[src/rtl/ebc_pkg.sv]
package ebc_pkg;
  typedef enum logic [2:0] {
    PH_IDLE = 3'd0,
    PH_ADDR = 3'd1,
    PH_DATA = 3'd2,
    PH_HOLD = 3'd3,
    PH_GAP  = 3'd4
  } ebc_phase_e;
endpackage

[src/rtl/ebc_region_dec.sv]
module ebc_region_dec #(
  parameter int ADDR_W = 16,
  parameter logic [ADDR_W-1:0] LO = 'h2000,
  parameter logic [ADDR_W-1:0] HI = 'h3FFF
) (
  input  logic              clk,
  input  logic              rst_n,
  input  logic              ext_access_pin,
  input  logic [ADDR_W-1:0] addr,
  output logic              onchip
);
  logic ea_q;

  function automatic logic in_window(input logic [ADDR_W-1:0] a);
    return (a >= LO) && (a <= HI);
  endfunction

  // Captured only while reset is held; frozen afterwards.
  always_ff @(posedge clk) begin
    if (!rst_n) ea_q <= ext_access_pin;
  end

  assign onchip = ea_q && in_window(addr);
endmodule

[src/rtl/ebc_width_sel.sv]
module ebc_width_sel (
  input  logic clk,
  input  logic rst_n,
  input  logic cfg_dyn_width,
  input  logic bus_width_pin,
  input  logic sample,
  output logic cyc16
);
  always_ff @(posedge clk or negedge rst_n) begin
    if (!rst_n)      cyc16 <= 1'b0;
    else if (sample) cyc16 <= cfg_dyn_width & bus_width_pin;
  end
endmodule

[src/rtl/ebc_cycle_seq.sv]
module ebc_cycle_seq
  import ebc_pkg::*;
#(
  parameter int ADDR_W = 16,
  parameter int DATA_W = 16
) (
  input  logic              clk,
  input  logic              rst_n,
  input  logic              cfg_strobe_valid,
  input  logic              start_ok,
  input  logic              req_valid,
  input  logic [ADDR_W-1:0] req_addr,
  input  logic              req_write,
  input  logic              req_word,
  input  logic              req_fetch,
  input  logic [DATA_W-1:0] req_wdata,
  input  logic              cyc16,
  input  logic              ready_pin,
  input  logic [DATA_W-1:0] ad_in,
  output logic              addr_phase,
  output logic              data_phase,
  output logic              busy,
  output logic              done,
  output logic [DATA_W-1:0] rd_data,
  output logic              as_pin,
  output logic              rd_n,
  output logic              wr_n,
  output logic              inst,
  output logic [ADDR_W-1:0] ad_out,
  output logic              ad_oe
);
  localparam int BYTE_W = DATA_W / 2;

  ebc_phase_e        ph_q;
  logic [ADDR_W-1:0] base_q;
  logic [DATA_W-1:0] wdata_q;
  logic [BYTE_W-1:0] low_q;
  logic              wr_q, word_q, fetch_q, half2_q;

  function automatic logic [BYTE_W-1:0] pick_lane(input logic [DATA_W-1:0] bus,
                                                  input logic wide, input logic odd);
    return (wide && odd) ? bus[DATA_W-1:BYTE_W] : bus[BYTE_W-1:0];
  endfunction

  function automatic logic [DATA_W-1:0] write_drive(input logic [DATA_W-1:0] wd,
                                                    input logic wide, input logic word,
                                                    input logic second);
    logic [BYTE_W-1:0] b;
    b = second ? wd[DATA_W-1:BYTE_W] : wd[BYTE_W-1:0];
    return (wide && word && !second) ? wd : {b, b};
  endfunction

  logic [ADDR_W-1:0] cur_addr;
  logic [BYTE_W-1:0] cap_byte;
  logic              need_split, in_cycle;

  assign cur_addr   = half2_q ? base_q + 1'b1 : base_q;
  assign cap_byte   = pick_lane(ad_in, cyc16, cur_addr[0]);
  assign need_split = word_q && !half2_q && !cyc16;
  assign addr_phase = (ph_q == PH_ADDR);
  assign data_phase = (ph_q == PH_DATA);
  assign in_cycle   = addr_phase || data_phase || (ph_q == PH_HOLD);
  assign busy       = (ph_q != PH_IDLE);

  always_ff @(posedge clk or negedge rst_n) begin
    if (!rst_n) begin
      ph_q    <= PH_IDLE;
      base_q  <= '0;
      wdata_q <= '0;
      low_q   <= '0;
      wr_q    <= 1'b0;
      word_q  <= 1'b0;
      fetch_q <= 1'b0;
      half2_q <= 1'b0;
      done    <= 1'b0;
      rd_data <= '0;
    end else begin
      done <= 1'b0;
      unique case (ph_q)
        PH_IDLE: if (req_valid && start_ok && !done) begin
          base_q  <= req_addr;
          wdata_q <= req_wdata;
          wr_q    <= req_write;
          word_q  <= req_word;
          fetch_q <= req_fetch;
          half2_q <= 1'b0;
          ph_q    <= PH_ADDR;
        end
        PH_ADDR: ph_q <= PH_DATA;
        PH_DATA: if (ready_pin) begin
          if (wr_q) begin
            ph_q <= PH_HOLD;
          end else if (need_split) begin
            low_q   <= cap_byte;
            half2_q <= 1'b1;
            ph_q    <= PH_GAP;
          end else begin
            if (word_q && half2_q)   rd_data <= {cap_byte, low_q};
            else if (word_q)         rd_data <= ad_in;
            else                     rd_data <= {{(DATA_W-BYTE_W){1'b0}}, cap_byte};
            done <= 1'b1;
            ph_q <= PH_IDLE;
          end
        end
        PH_HOLD: if (need_split) begin
          half2_q <= 1'b1;
          ph_q    <= PH_GAP;
        end else begin
          done <= 1'b1;
          ph_q <= PH_IDLE;
        end
        PH_GAP:  ph_q <= PH_ADDR;
        default: ph_q <= PH_IDLE;
      endcase
    end
  end

  always_comb begin
    as_pin = cfg_strobe_valid ? !in_cycle : addr_phase;
    rd_n   = !(data_phase && !wr_q);
    wr_n   = !(data_phase && wr_q);
    inst   = fetch_q && !wr_q && (addr_phase || data_phase);
    ad_oe  = addr_phase || (wr_q && (data_phase || ph_q == PH_HOLD));
    if (addr_phase) ad_out = cur_addr;
    else if (wr_q && in_cycle)
      ad_out = ADDR_W'(write_drive(wdata_q, cyc16, word_q, half2_q));
    else ad_out = '0;
  end
endmodule

[src/rtl/ext_bus_ctrl.sv]
module ext_bus_ctrl #(
  parameter int ADDR_W = 16,
  parameter int DATA_W = 16,
  parameter logic [ADDR_W-1:0] ONCHIP_LO = 'h2000,
  parameter logic [ADDR_W-1:0] ONCHIP_HI = 'h3FFF
) (
  input  logic              clk,
  input  logic              rst_n,
  input  logic              cfg_dyn_width,
  input  logic              cfg_strobe_valid,
  input  logic              ext_access_pin,
  input  logic              req_valid,
  input  logic [ADDR_W-1:0] req_addr,
  input  logic              req_write,
  input  logic              req_word,
  input  logic              req_fetch,
  input  logic [DATA_W-1:0] req_wdata,
  output logic              req_onchip,
  output logic              done,
  output logic [DATA_W-1:0] rd_data,
  input  logic              bus_width_pin,
  input  logic              ready_pin,
  output logic              as_pin,
  output logic              rd_n,
  output logic              wr_n,
  output logic              inst,
  output logic [ADDR_W-1:0] ad_out,
  output logic              ad_oe,
  input  logic [DATA_W-1:0] ad_in
);
  logic hit_w, cyc16_w, addr_phase_w, data_phase_w, busy_w;

  ebc_region_dec #(.ADDR_W(ADDR_W), .LO(ONCHIP_LO), .HI(ONCHIP_HI)) u_region (
    .clk(clk), .rst_n(rst_n), .ext_access_pin(ext_access_pin),
    .addr(req_addr), .onchip(hit_w)
  );

  ebc_width_sel u_width (
    .clk(clk), .rst_n(rst_n), .cfg_dyn_width(cfg_dyn_width),
    .bus_width_pin(bus_width_pin), .sample(addr_phase_w), .cyc16(cyc16_w)
  );

  ebc_cycle_seq #(.ADDR_W(ADDR_W), .DATA_W(DATA_W)) u_seq (
    .clk(clk), .rst_n(rst_n), .cfg_strobe_valid(cfg_strobe_valid),
    .start_ok(!hit_w), .req_valid(req_valid), .req_addr(req_addr),
    .req_write(req_write), .req_word(req_word), .req_fetch(req_fetch),
    .req_wdata(req_wdata), .cyc16(cyc16_w), .ready_pin(ready_pin), .ad_in(ad_in),
    .addr_phase(addr_phase_w), .data_phase(data_phase_w), .busy(busy_w),
    .done(done), .rd_data(rd_data), .as_pin(as_pin), .rd_n(rd_n), .wr_n(wr_n),
    .inst(inst), .ad_out(ad_out), .ad_oe(ad_oe)
  );

  assign req_onchip = req_valid && hit_w;
endmodule

[config.mk]
export PLATFORM = sky130hd
export DESIGN_NAME = ext_bus_ctrl
export DESIGN_NICKNAME = d
export VERILOG_FILES = /design/src/rtl/ebc_pkg.sv /design/src/rtl/ebc_region_dec.sv /design/src/rtl/ebc_width_sel.sv /design/src/rtl/ebc_cycle_seq.sv /design/src/rtl/ext_bus_ctrl.sv
export SDC_FILE = /design/constraint.sdc
export NUM_CORES = 1
export LEC_CHECK = 0
export ABC_AREA = 1
export BUFFER_PORTS_ARGS = -buffer_cell sky130_fd_sc_hd__buf_2
export CORE_UTILIZATION = 45
export DETAILED_ROUTE_END_ITERATION = 6
export GPL_ROUTABILITY_DRIVEN = 0
export PLACE_DENSITY = 0.79
export SYNTH_ARGS = -nofsm -noshare
export SYNTH_HDL_FRONTEND = slang
export SYNTH_HIERARCHICAL = 1
export SYNTH_SLANG_ARGS = --single-unit
[constraint.sdc]
create_clock -name clk -period 2.4 [get_ports clk]
set_input_delay 0.36 -clock clk [delete_from_list [all_inputs] [get_ports clk]]
set_output_delay 0.36 -clock clk [all_outputs]
set_load 0.005 [all_outputs]
==> results of run 1 <==
## where the power goes
part           internal [mW]  total (mW)  switching (mW)  leakage (nW)
Sequential              1.65        2.08           0.424         0.779
Combinational           1.25        2.98            1.73          1.60
Clock                  0.477       0.913           0.436        0.0893
Total                   3.38        5.97            2.59          2.47
## what timing repair did
action	CTS	global route
buffers inserted	0	2
setup endpoints to repair	9	13
hold buffers	0	0
gates resized for setup	2	3
## worst min path at each step
stage,end,cells past startpoint,slack [ns],from
CTS,u_seq/base_q[12],2,0.1,rst_n
finish,u_seq/base_q[8],2,0.09,rst_n
global route,u_seq/base_q[8],2,0.11,rst_n
global placement,u_seq/base_q[8],2,0.47,rst_n
detailed placement,u_seq/rd_data[3],2,0.48,rst_n
floorplan,u_seq/base_q[0],0,0.06,rst_n
## final cells by class
class                   instances  area [µm²]
clock buffers                  11         131
clock inverters                 5        55.1
fillers                       743        3630
inverters                      62         234
multi-input cells             349        1910
flip-flops and latches         66        1660
well taps                     105         131
repair buffers                104         551
## state kept, by name, summed over array words and instances, names as in the netlist
register / cells
u_seq/half2_q: 1
u_seq/low_q: 8
u_seq/word_q: 1
u_region/ea_q: 1
u_seq/fetch_q: 1
u_seq/done: 1
u_seq/wr_q: 1
u_seq/ph_q: 3
u_width/cyc16: 1
u_seq/rd_data: 16
u_seq/base_q: 16
u_seq/wdata_q: 16
## critical path, delay by kind of cell, from the launching register on
family	cells	cell delay [ns]
AOI/OAI and AO/OA	3	0.36
buffers and inverters	2	0.33
DFF	1	0.48
and+or+nand+nor	2	0.37
## metal layers
| metal | up-vias | global-route usage (%) |
|---|---|---|
| met3 | 30 | 5.26 |
| li1 | 1795 | - |
| met4 | 0 | 10.4 |
| met1 | 1666 | 32.1 |
| met2 | 144 | 35.7 |
| met5 | - | 0 |
## cell usage in the layout (no fill, tap or decap), drive strengths merged, types with 2 or more instances in the layout
master / Yosys / layout
a21oi: 44 / 44
buf: 15 / 104
clkbuf: 2 / 11
clkinv: 1 / 3
clkinvlp: 0 / 2
dfrtp: 65 / 65
inv: 61 / 61
mux2: 19 / 19
nand2: 106 / 106
nand3: 35 / 35
nand4: 2 / 2
nor2: 81 / 81
nor3: 2 / 2
o211ai: 3 / 3
o21ai: 42 / 42
o21bai: 3 / 3
o22ai: 7 / 7
or2: 2 / 2
## through the flow
step           power, mW  hold WS (ns)  area [µm²]  worst slack (ns)  util (%)
2_1_floorplan       4.10        0.0644        3920             0.812         -
3_3_place_gp        4.91         0.473        4460             0.356      53.8
3_5_place_dp        5.01         0.476        4460             0.321      53.8
4_1_cts             5.95        0.0974        4650            0.0513      56.0
5_1_grt             6.46         0.111        4670            0.0164      56.3
6_report            5.97        0.0873        4670             0.149      56.3
## cells by family (layout without fill, tap and decap cells)
group / after synthesis / after routing / synth area share, %
AO/OA/AOI/OAI: 101 / 101 / 14.6
multiplexers: 19 / 19 / 7.00
adder cells (fa/ha/maj): 1 / 1 / 0.319
buffers and inverters: 79 / 182 / 9.07
AND/OR/NAND/NOR: 228 / 228 / 26.7
flip-flops: 66 / 66 / 42.3
==> flow_metrics.env, run 1 <==
export IMPL_portBuffers=97
export IMPL_drt_vias_per_instance=5.18
export IMPL_cts_sinks=66
export IMPL_start_kind="register"
export IMPL_area_growth_pct=19.3
export IMPL_ant_nets=0
export IMPL_skew_ns=0.00866
export IMPL_irDropWorstVdd_uv=585
export IMPL_antenna_found_initial=0
export IMPL_final_nets=652
export IMPL_yosysTopAreaCellShare_pct=41.5
export IMPL_cp_required_ns=2.04
export IMPL_cts_tree="done"
export IMPL_wirelength_um=9890
export IMPL_cp_common_cell="o21ai_0"
export IMPL_rrSetupSlack_ns=0.72
export IMPL_max_cap_viol_count=0
export IMPL_row_count=33
export IMPL_die_height_um=95.3
export IMPL_die_area_mm2=0.00908
export IMPL_path_cells="buf_4, or2_2, o21ai_0, nand2_1, o21ai_0, o21ai_1, buf_2"
export IMPL_fp_coreArea_mm2=0.00830
export IMPL_hp_class="primary input to asynchronous set/reset pin"
export IMPL_ios=98
export IMPL_max_freq_ghz=0.444
export IMPL_setup_viol=0
export IMPL_dpl_hpwl_um=7290
export IMPL_syn_area_mm2=0.00392
export IMPL_slew_viol_final=0
export IMPL_clock_path_buffers=2
export IMPL_postSynth_asyncResetShare_pct=98.5
export IMPL_max_slew_margin_rel_pct=65.4
export IMPL_tns_ns=0
export IMPL_dr_wl_met2_um=4530
export IMPL_yosys_cell_count_top_type="nand2_1"
export IMPL_n_antenna_cell=0
export IMPL_crit_path_max_incr_delay_ns=0.48
export IMPL_crit_fanout=15
export IMPL_arrival_ns=1.89
export IMPL_synth_edf_count=1
export IMPL_setup_worst_path_start="u_seq/half2_q"
export IMPL_vias=3635
export IMPL_path_clk_slew_ns=0.08
export IMPL_r2r_end="u_seq/wdata_q[0]"
export IMPL_grtUsageTotal_pct=23.5
export IMPL_die_w_um=95.3
export IMPL_grt_pass1_vias=3401
export IMPL_p_leak_nw=2.47
export IMPL_grt_pass1_wl_um=16300
export IMPL_ys_warn_count=6
export IMPL_initial_core_util_pct=47.2
export IMPL_rr_worst_depth=8
export IMPL_drive_above_1_share_pct=31.0
export IMPL_cts_htree_levels=3
export IMPL_syn_num_nets=554
export IMPL_rsz0062_at_grt="no"
export IMPL_grt_max_degree=66
export IMPL_synth_seq_cells=66
export IMPL_synthTopCellsByArea="dfrtp_1 (42%), nand2_1 (10%), mux2_4 (6.1%), nor2_1 (6.1%), inv_1 (5.2%)"
export IMPL_drt_iter0_markers=448
export IMPL_route_met3_wl_um=559
export IMPL_grt_overflow_total=0
export IMPL_cts_root_buf="clkbuf_8"
export IMPL_worst_pin_slew_ns=0.518
export IMPL_finalCritPeriodShare_pct=93.8
export IMPL_ys_seq_area_share_pct=42.3
export IMPL_top_layer="met4"
export IMPL_clock_latency_ns=0.35
export IMPL_numCtsBuffers=9
export IMPL_synthFlopType="dfrtp_1"
export IMPL_syn_inst=494
export IMPL_synth_commonest_cells="nand2_1 (104), dfrtp_1 (65), nor2_1 (64)"
export IMPL_detailedRoute_firstPassIterationCount=5
export IMPL_yosysTopAreaCell="dfrtp_1"
export IMPL_outcome="completed"
export IMPL_stdcell_count=702
export IMPL_placed_cells=684
export IMPL_post_route_min_period_ns=2.25
export IMPL_avgSynthCellArea_um2=7.93
export IMPL_worstSetupEndpoint="ad_out[11]"
export IMPL_drc=0
export IMPL_critPathSlowestCell="dfrtp_2"
export IMPL_finalHoldViolations=0
export IMPL_wl_per_cell_um=14.1
export IMPL_path_class="register to output port"
export IMPL_wl_met1_um=4550
export IMPL_cellPowerDensity_mw_per_mm2=1280
export IMPL_yosysUniqueCellTypes=35
export IMPL_crit_path_end_kind="output port"
export IMPL_r2r_start="u_region/ea_q"
No activity file was read; power rests on OpenSTA's default activity.
==> run 2: changes to the inputs <==
--- a/config.mk
+++ b/config.mk
@@ -7,10 +7,12 @@
 export LEC_CHECK = 0
 export ABC_AREA = 1
 export BUFFER_PORTS_ARGS = -buffer_cell sky130_fd_sc_hd__buf_2
-export CORE_UTILIZATION = 45
+export CELL_PAD_IN_SITES_DETAIL_PLACEMENT = 1
+export CELL_PAD_IN_SITES_GLOBAL_PLACEMENT = 1
+export CORE_UTILIZATION = 42
 export DETAILED_ROUTE_END_ITERATION = 6
 export GPL_ROUTABILITY_DRIVEN = 0
-export PLACE_DENSITY = 0.79
+export PLACE_DENSITY = 0.95
 export SYNTH_ARGS = -nofsm -noshare
 export SYNTH_HDL_FRONTEND = slang
 export SYNTH_HIERARCHICAL = 1
==> flow_metrics.env, run 2 (synthesis results as in run 1) <==
export IMPL_crit_fanout=6
export IMPL_worstSetupEndpoint="ad_out[12]"
export IMPL_arrival_ns=1.91
export IMPL_stdcell_count=703
export IMPL_dpl_hpwl_um=9250
export IMPL_setup_viol=0
export IMPL_n_antenna_cell=0
export IMPL_final_nets=650
export IMPL_final_cell_mix="nand2_1 (103), buf_2 (97), dfrtp_1 (63)"
export IMPL_die_height_um=98.6
export IMPL_p_seq_share_pct=32.7
export IMPL_max_slew_margin_rel_pct=43.7
export IMPL_cts_htree_levels=3
export IMPL_max_cap_viol_count=0
export IMPL_r2r_start="u_seq/half2_q"
export IMPL_drt_vias_per_instance=5.51
export IMPL_ant_nets=0
export IMPL_p_comb_share_pct=49.2
export IMPL_antenna_found_initial=0
export IMPL_ios=98
export IMPL_detailedRoute_firstPassIterationCount=5
export IMPL_wirelength_um=13200
export IMPL_reg_largest_list="u_seq/base_q (16), u_seq/rd_data (16), u_seq/wdata_q (16)"
export IMPL_cts_sinks=66
export IMPL_finalHoldViolations=0
export IMPL_skew_ns=0.00827
export IMPL_crit_path_end_kind="output port"
export IMPL_numCtsBuffers=9
export IMPL_finalCritPeriodShare_pct=94.8
export IMPL_grt_pass1_vias=4307
export IMPL_initial_core_util_pct=44.0
export IMPL_portBuffers=97
export IMPL_irDropWorstVdd_uv=576
export IMPL_r2r_end="u_seq/rd_data[13]"
export IMPL_cts_tree="done"
export IMPL_drc=0
export IMPL_final_hold_worst_slack_ns=0.174
export IMPL_clock_path_buffers=2
export IMPL_cp_common_cell="nand2_1"
export IMPL_critPathSlowestCell="dfrtp_1"
export IMPL_grtUsageTotal_pct=28.6
export IMPL_drt_iter0_markers=207
export IMPL_hp_class="primary input to register"
export IMPL_clock_latency_ns=0.36
export IMPL_grt_pass1_wl_um=21600
export IMPL_hold_buffers=0
export IMPL_cp_required_ns=2.04
export IMPL_vias=3874
export IMPL_start_kind="register"
export IMPL_clkPwrFrac_pct=18.1
export IMPL_worst_pin_slew_ns=0.845
export IMPL_max_freq_ghz=0.440
export IMPL_cellPowerDensity_mw_per_mm2=1390
export IMPL_outcome="completed"
export IMPL_die_w_um=98.6
export IMPL_path_clk_slew_ns=0.08
export IMPL_crit_path_max_incr_delay_ns=0.41
export IMPL_n_fill_cell=1119
export IMPL_p_leak_nw=2.49
export IMPL_die_area_mm2=0.00972
export IMPL_path_class="register to output port"
export IMPL_grt_overflow_total=0
export IMPL_wl_per_cell_um=18.7
export IMPL_rr_worst_depth=8
export IMPL_placed_cells=687
export IMPL_setup_worst_path_start="u_seq/base_q[1]"
export IMPL_min_path_cells=1
export IMPL_path_cells="ha_1, nand3_1, nor2_4, nand2_1, nor2_1, nand2_1, nand3_1, nand2_1, buf_2"
export IMPL_final_common_cell="nand2_1"
export IMPL_area_growth_pct=21.1
export IMPL_rrSetupSlack_ns=0.54
export IMPL_cts_root_buf="clkbuf_8"
export IMPL_intPower_mw=3.63
export IMPL_power_switching_mw=2.94
export IMPL_row_count=34
export IMPL_fp_coreArea_mm2=0.00889
export IMPL_rsz0062_at_grt="yes"
export IMPL_slew_viol_final=0
export IMPL_grt_max_degree=66
export IMPL_post_route_min_period_ns=2.27
export IMPL_drive_above_1_share_pct=31.1
export IMPL_post_cts_buffers=0
export IMPL_swShare_pct=44.8
run 2: cell type report:
cell class	instances	area (µm²)	share of cell area, %
repair buffers	102	539	11.4
inverters	62	234	4.94
clock buffers	10	138	2.90
flip-flops and latches	66	1660	35.0
multi-input cells	349	1920	40.5
well taps	108	135	2.85
clock inverters	6	114	2.40
run 2: metal layers:
layer  GRT usage, %  vias up  wire, µm
met4           12.4        0       398
met3           6.38       36       727
met1           35.9     1891      5600
met5              0        -         0
li1               -     1790         -
met2           47.8      157      6430
run 2: critical path, delay by kind of cell, from the launching register on:
kind          cells  cell delay [ns]
fa+ha+maj         1             0.19
buf+inv           1             0.13
simple gates      7             0.84
flops             1             0.41
run 2: how the worst min path moves through the flow:
stage / startpoint / to
3_5_place_dp: u_seq/low_q[5] / u_seq/low_q[5]
3_3_place_gp: u_seq/low_q[5] / u_seq/low_q[5]
6_report: ext_access_pin / u_region/ea_q
4_1_cts: ext_access_pin / u_region/ea_q
2_1_floorplan: rst_n / u_seq/base_q[0]
5_1_grt: ext_access_pin / u_region/ea_q
run 2: timing repair:
| action | CTS | global route |
|---|---|---|
| endpoints found under the hold margin | 0 | 0 |
| setup endpoints to repair | 2 | 10 |
| gates resized for setup | 1 | 7 |
run 2: through the flow:
stage / util, % / TNS, ns / total power, mW / worst slack (ns) / area (µm²)
floorplan: - / 0 / 4.10 / 0.812 / 3920
global placement: 50.2 / 0 / 4.99 / 0.526 / 4470
detailed placement: 50.2 / 0 / 5.23 / 0.440 / 4470
CTS: 53.1 / 0 / 6.51 / 0.0138 / 4720
global route: 53.3 / -0.0347 / 7.00 / -0.0347 / 4740
finish: 53.3 / 0 / 6.58 / 0.125 / 4740
run 2: power groups by stage:
stage / clock network [mW] / logic [mW] / registers, mW
floorplan: 0 / 2.12 / 1.98
global placement: 0 / 2.92 / 2.07
detailed placement: 0 / 3.11 / 2.12
CTS: 1.21 / 3.19 / 2.12
global route: 1.26 / 3.54 / 2.20
finish: 1.19 / 3.24 / 2.15
==> run 3: changes to the inputs <==
--- a/config.mk
+++ b/config.mk
@@ -9,10 +9,11 @@
 export BUFFER_PORTS_ARGS = -buffer_cell sky130_fd_sc_hd__buf_2
 export CELL_PAD_IN_SITES_DETAIL_PLACEMENT = 1
 export CELL_PAD_IN_SITES_GLOBAL_PLACEMENT = 1
-export CORE_UTILIZATION = 42
+export CORE_UTILIZATION = 36
 export DETAILED_ROUTE_END_ITERATION = 6
 export GPL_ROUTABILITY_DRIVEN = 0
-export PLACE_DENSITY = 0.95
+export HOLD_SLACK_MARGIN = 0.15
+export PLACE_DENSITY = 0.85
 export SYNTH_ARGS = -nofsm -noshare
 export SYNTH_HDL_FRONTEND = slang
 export SYNTH_HIERARCHICAL = 1
==> flow_metrics.env, run 3 (synthesis results as in run 1) <==
export IMPL_outcome="completed"
export IMPL_crit_path_end_kind="output port"
export IMPL_drc=0
export IMPL_drt_iter0_markers=177
export IMPL_reg_largest_list="u_seq/base_q (16), u_seq/rd_data (16), u_seq/wdata_q (16)"
export IMPL_detailedRoute_firstPassIterationCount=4
export IMPL_max_cap_viol_count=0
export IMPL_initial_core_util_pct=37.6
export IMPL_post_route_min_period_ns=2.28
export IMPL_die_area_mm2=0.0113
export IMPL_clock_latency_ns=0.36
export IMPL_row_count=37
export IMPL_numCtsBuffers=9
export IMPL_final_area_mm2=0.00473
export IMPL_hp_class="primary input to register"
export IMPL_cellPowerDensity_mw_per_mm2=1310
export IMPL_antenna_found_initial=0
export IMPL_grtUsageTotal_pct=22.7
export IMPL_r2r_start="u_seq/half2_q"
export IMPL_portBuffers=97
export IMPL_die_w_um=106
export IMPL_final_nets=651
export IMPL_final_common_cell="nand2_1"
export IMPL_final_cell_mix="nand2_1 (104), buf_2 (97), dfrtp_1 (64)"
export IMPL_drive_above_1_share_pct=30.5
export IMPL_cts_root_buf="clkbuf_8"
export IMPL_n_fill_cell=1352
export IMPL_finalHoldViolations=0
export IMPL_clock_path_buffers=2
export IMPL_n_antenna_cell=0
export IMPL_grt_pass1_vias=4012
export IMPL_slew_viol_final=0
export IMPL_grt_pass1_wl_um=19900
export IMPL_p_leak_nw=2.47
export IMPL_cp_required_ns=2.04
export IMPL_tns_ns=0
export IMPL_cts_tree="done"
export IMPL_cts_htree_levels=3
export IMPL_worst_pin_slew_ns=0.522
export IMPL_crit_fanout=6
export IMPL_setup_worst_path_start="u_seq/base_q[1]"
export IMPL_worstHoldStart="ext_access_pin"
export IMPL_drt_vias_per_instance=5.14
export IMPL_die_height_um=106
export IMPL_vias=3761
export IMPL_area_growth_pct=20.8
export IMPL_ant_nets=0
export IMPL_start_kind="register"
export IMPL_cts_sinks=66
export IMPL_dpl_hpwl_um=9040
export IMPL_wirelength_um=12100
export IMPL_max_freq_ghz=0.439
export IMPL_wl_per_cell_um=16.5
export IMPL_placed_cell_area_mm2=0.00450
export IMPL_irDropWorstVdd_uv=419
export IMPL_setup_viol=0
export IMPL_ios=98
export IMPL_path_class="register to output port"
export IMPL_grt_max_degree=49
export IMPL_max_slew_margin_rel_pct=65.2
export IMPL_arrival_ns=1.92
export IMPL_finalCritPeriodShare_pct=95.0
export IMPL_path_clk_slew_ns=0.08
export IMPL_grt_overflow_total=0
export IMPL_skew_ns=0.0162
export IMPL_fp_coreArea_mm2=0.0104
## run 3: cell count changes in the layout (fill, tap and decap cells not counted), sizes merged
cell	before	now
bufinv	3	1
clkbuf	10	12
dlygate4sd3	0	1
## run 3: timing repair
item	4_1_cts	5_1_grt
buffers inserted	0	0
hold buffers	1	0
resized for setup	0	5
endpoints found under the setup margin	0	7
endpoints found under the hold margin	17	0
## run 3: worst paths after layout
kind	to	slack, ns	cells past startpoint
setup reg to reg	u_seq/rd_data[11]	0.62	8
hold / removal	u_region/ea_q	0.18	1
hold reg to reg	u_seq/low_q[1]	0.50	2
min in group asynchronous	u_seq/wdata_q[14]	0.49	2
setup / recovery	ad_out[12]	0.12	9
max in group asynchronous	u_seq/wdata_q[15]	1.28	3
## run 3: power by group
| part | internal [mW] | switching, mW | total (mW) |
|---|---|---|---|
| logic | 1.24 | 1.85 | 3.09 |
| registers | 1.65 | 0.457 | 2.11 |
| clock network | 0.535 | 0.464 | 0.999 |
## run 3: per-stage QoR
stage / hold WS [ns] / setup WS (ns) / power, mW / cells / utilization [%]
6_report: 0.182 / 0.120 / 6.20 / 732 / 45.4
5_1_grt: 0.171 / -0.00414 / 6.68 / 732 / 45.4
3_3_place_gp: 0.341 / 0.494 / 5.01 / 715 / 43.2
2_1_floorplan: 0.0644 / 0.812 / 4.10 / 494 / -
4_1_cts: 0.164 / 0.0210 / 6.21 / 732 / 45.3
3_5_place_dp: 0.346 / 0.424 / 5.18 / 715 / 43.2
## run 3: area by class of cell
| class | instances | area [µm²] | share of cell area, % |
|---|---|---|---|
| Multi-Input combinational cell | 349 | 1910 | 40.5 |
| Timing Repair Buffer | 103 | 549 | 11.6 |
| Clock inverter | 4 | 50.0 | 1.06 |
| Clock buffer | 12 | 155 | 3.28 |
| Inverter | 62 | 234 | 4.95 |
| Tap cell | 136 | 170 | 3.60 |
| Sequential cell | 66 | 1660 | 35.0 |
## run 3: metal layers
| layer | vias up | routed length (µm) | global-route usage, % |
|---|---|---|---|
| met5 | - | 0 | 0 |
| met4 | 0 | 323 | 9.62 |
| met3 | 28 | 487 | 4.72 |
| met2 | 104 | 5730 | 36.4 |
| met1 | 1834 | 5530 | 29.7 |
| li1 | 1795 | - | - |
## run 3: worst max-delay path, stage by stage, from the launching register on
cell     delay, ns
dfrtp_1       0.40
ha_1          0.21
nand3_1       0.10
nor2_2        0.23
nand2_1       0.16
nor2_1        0.13
nand2_1       0.06
nand3_1       0.08
nand2_1       0.06
buf_2         0.13
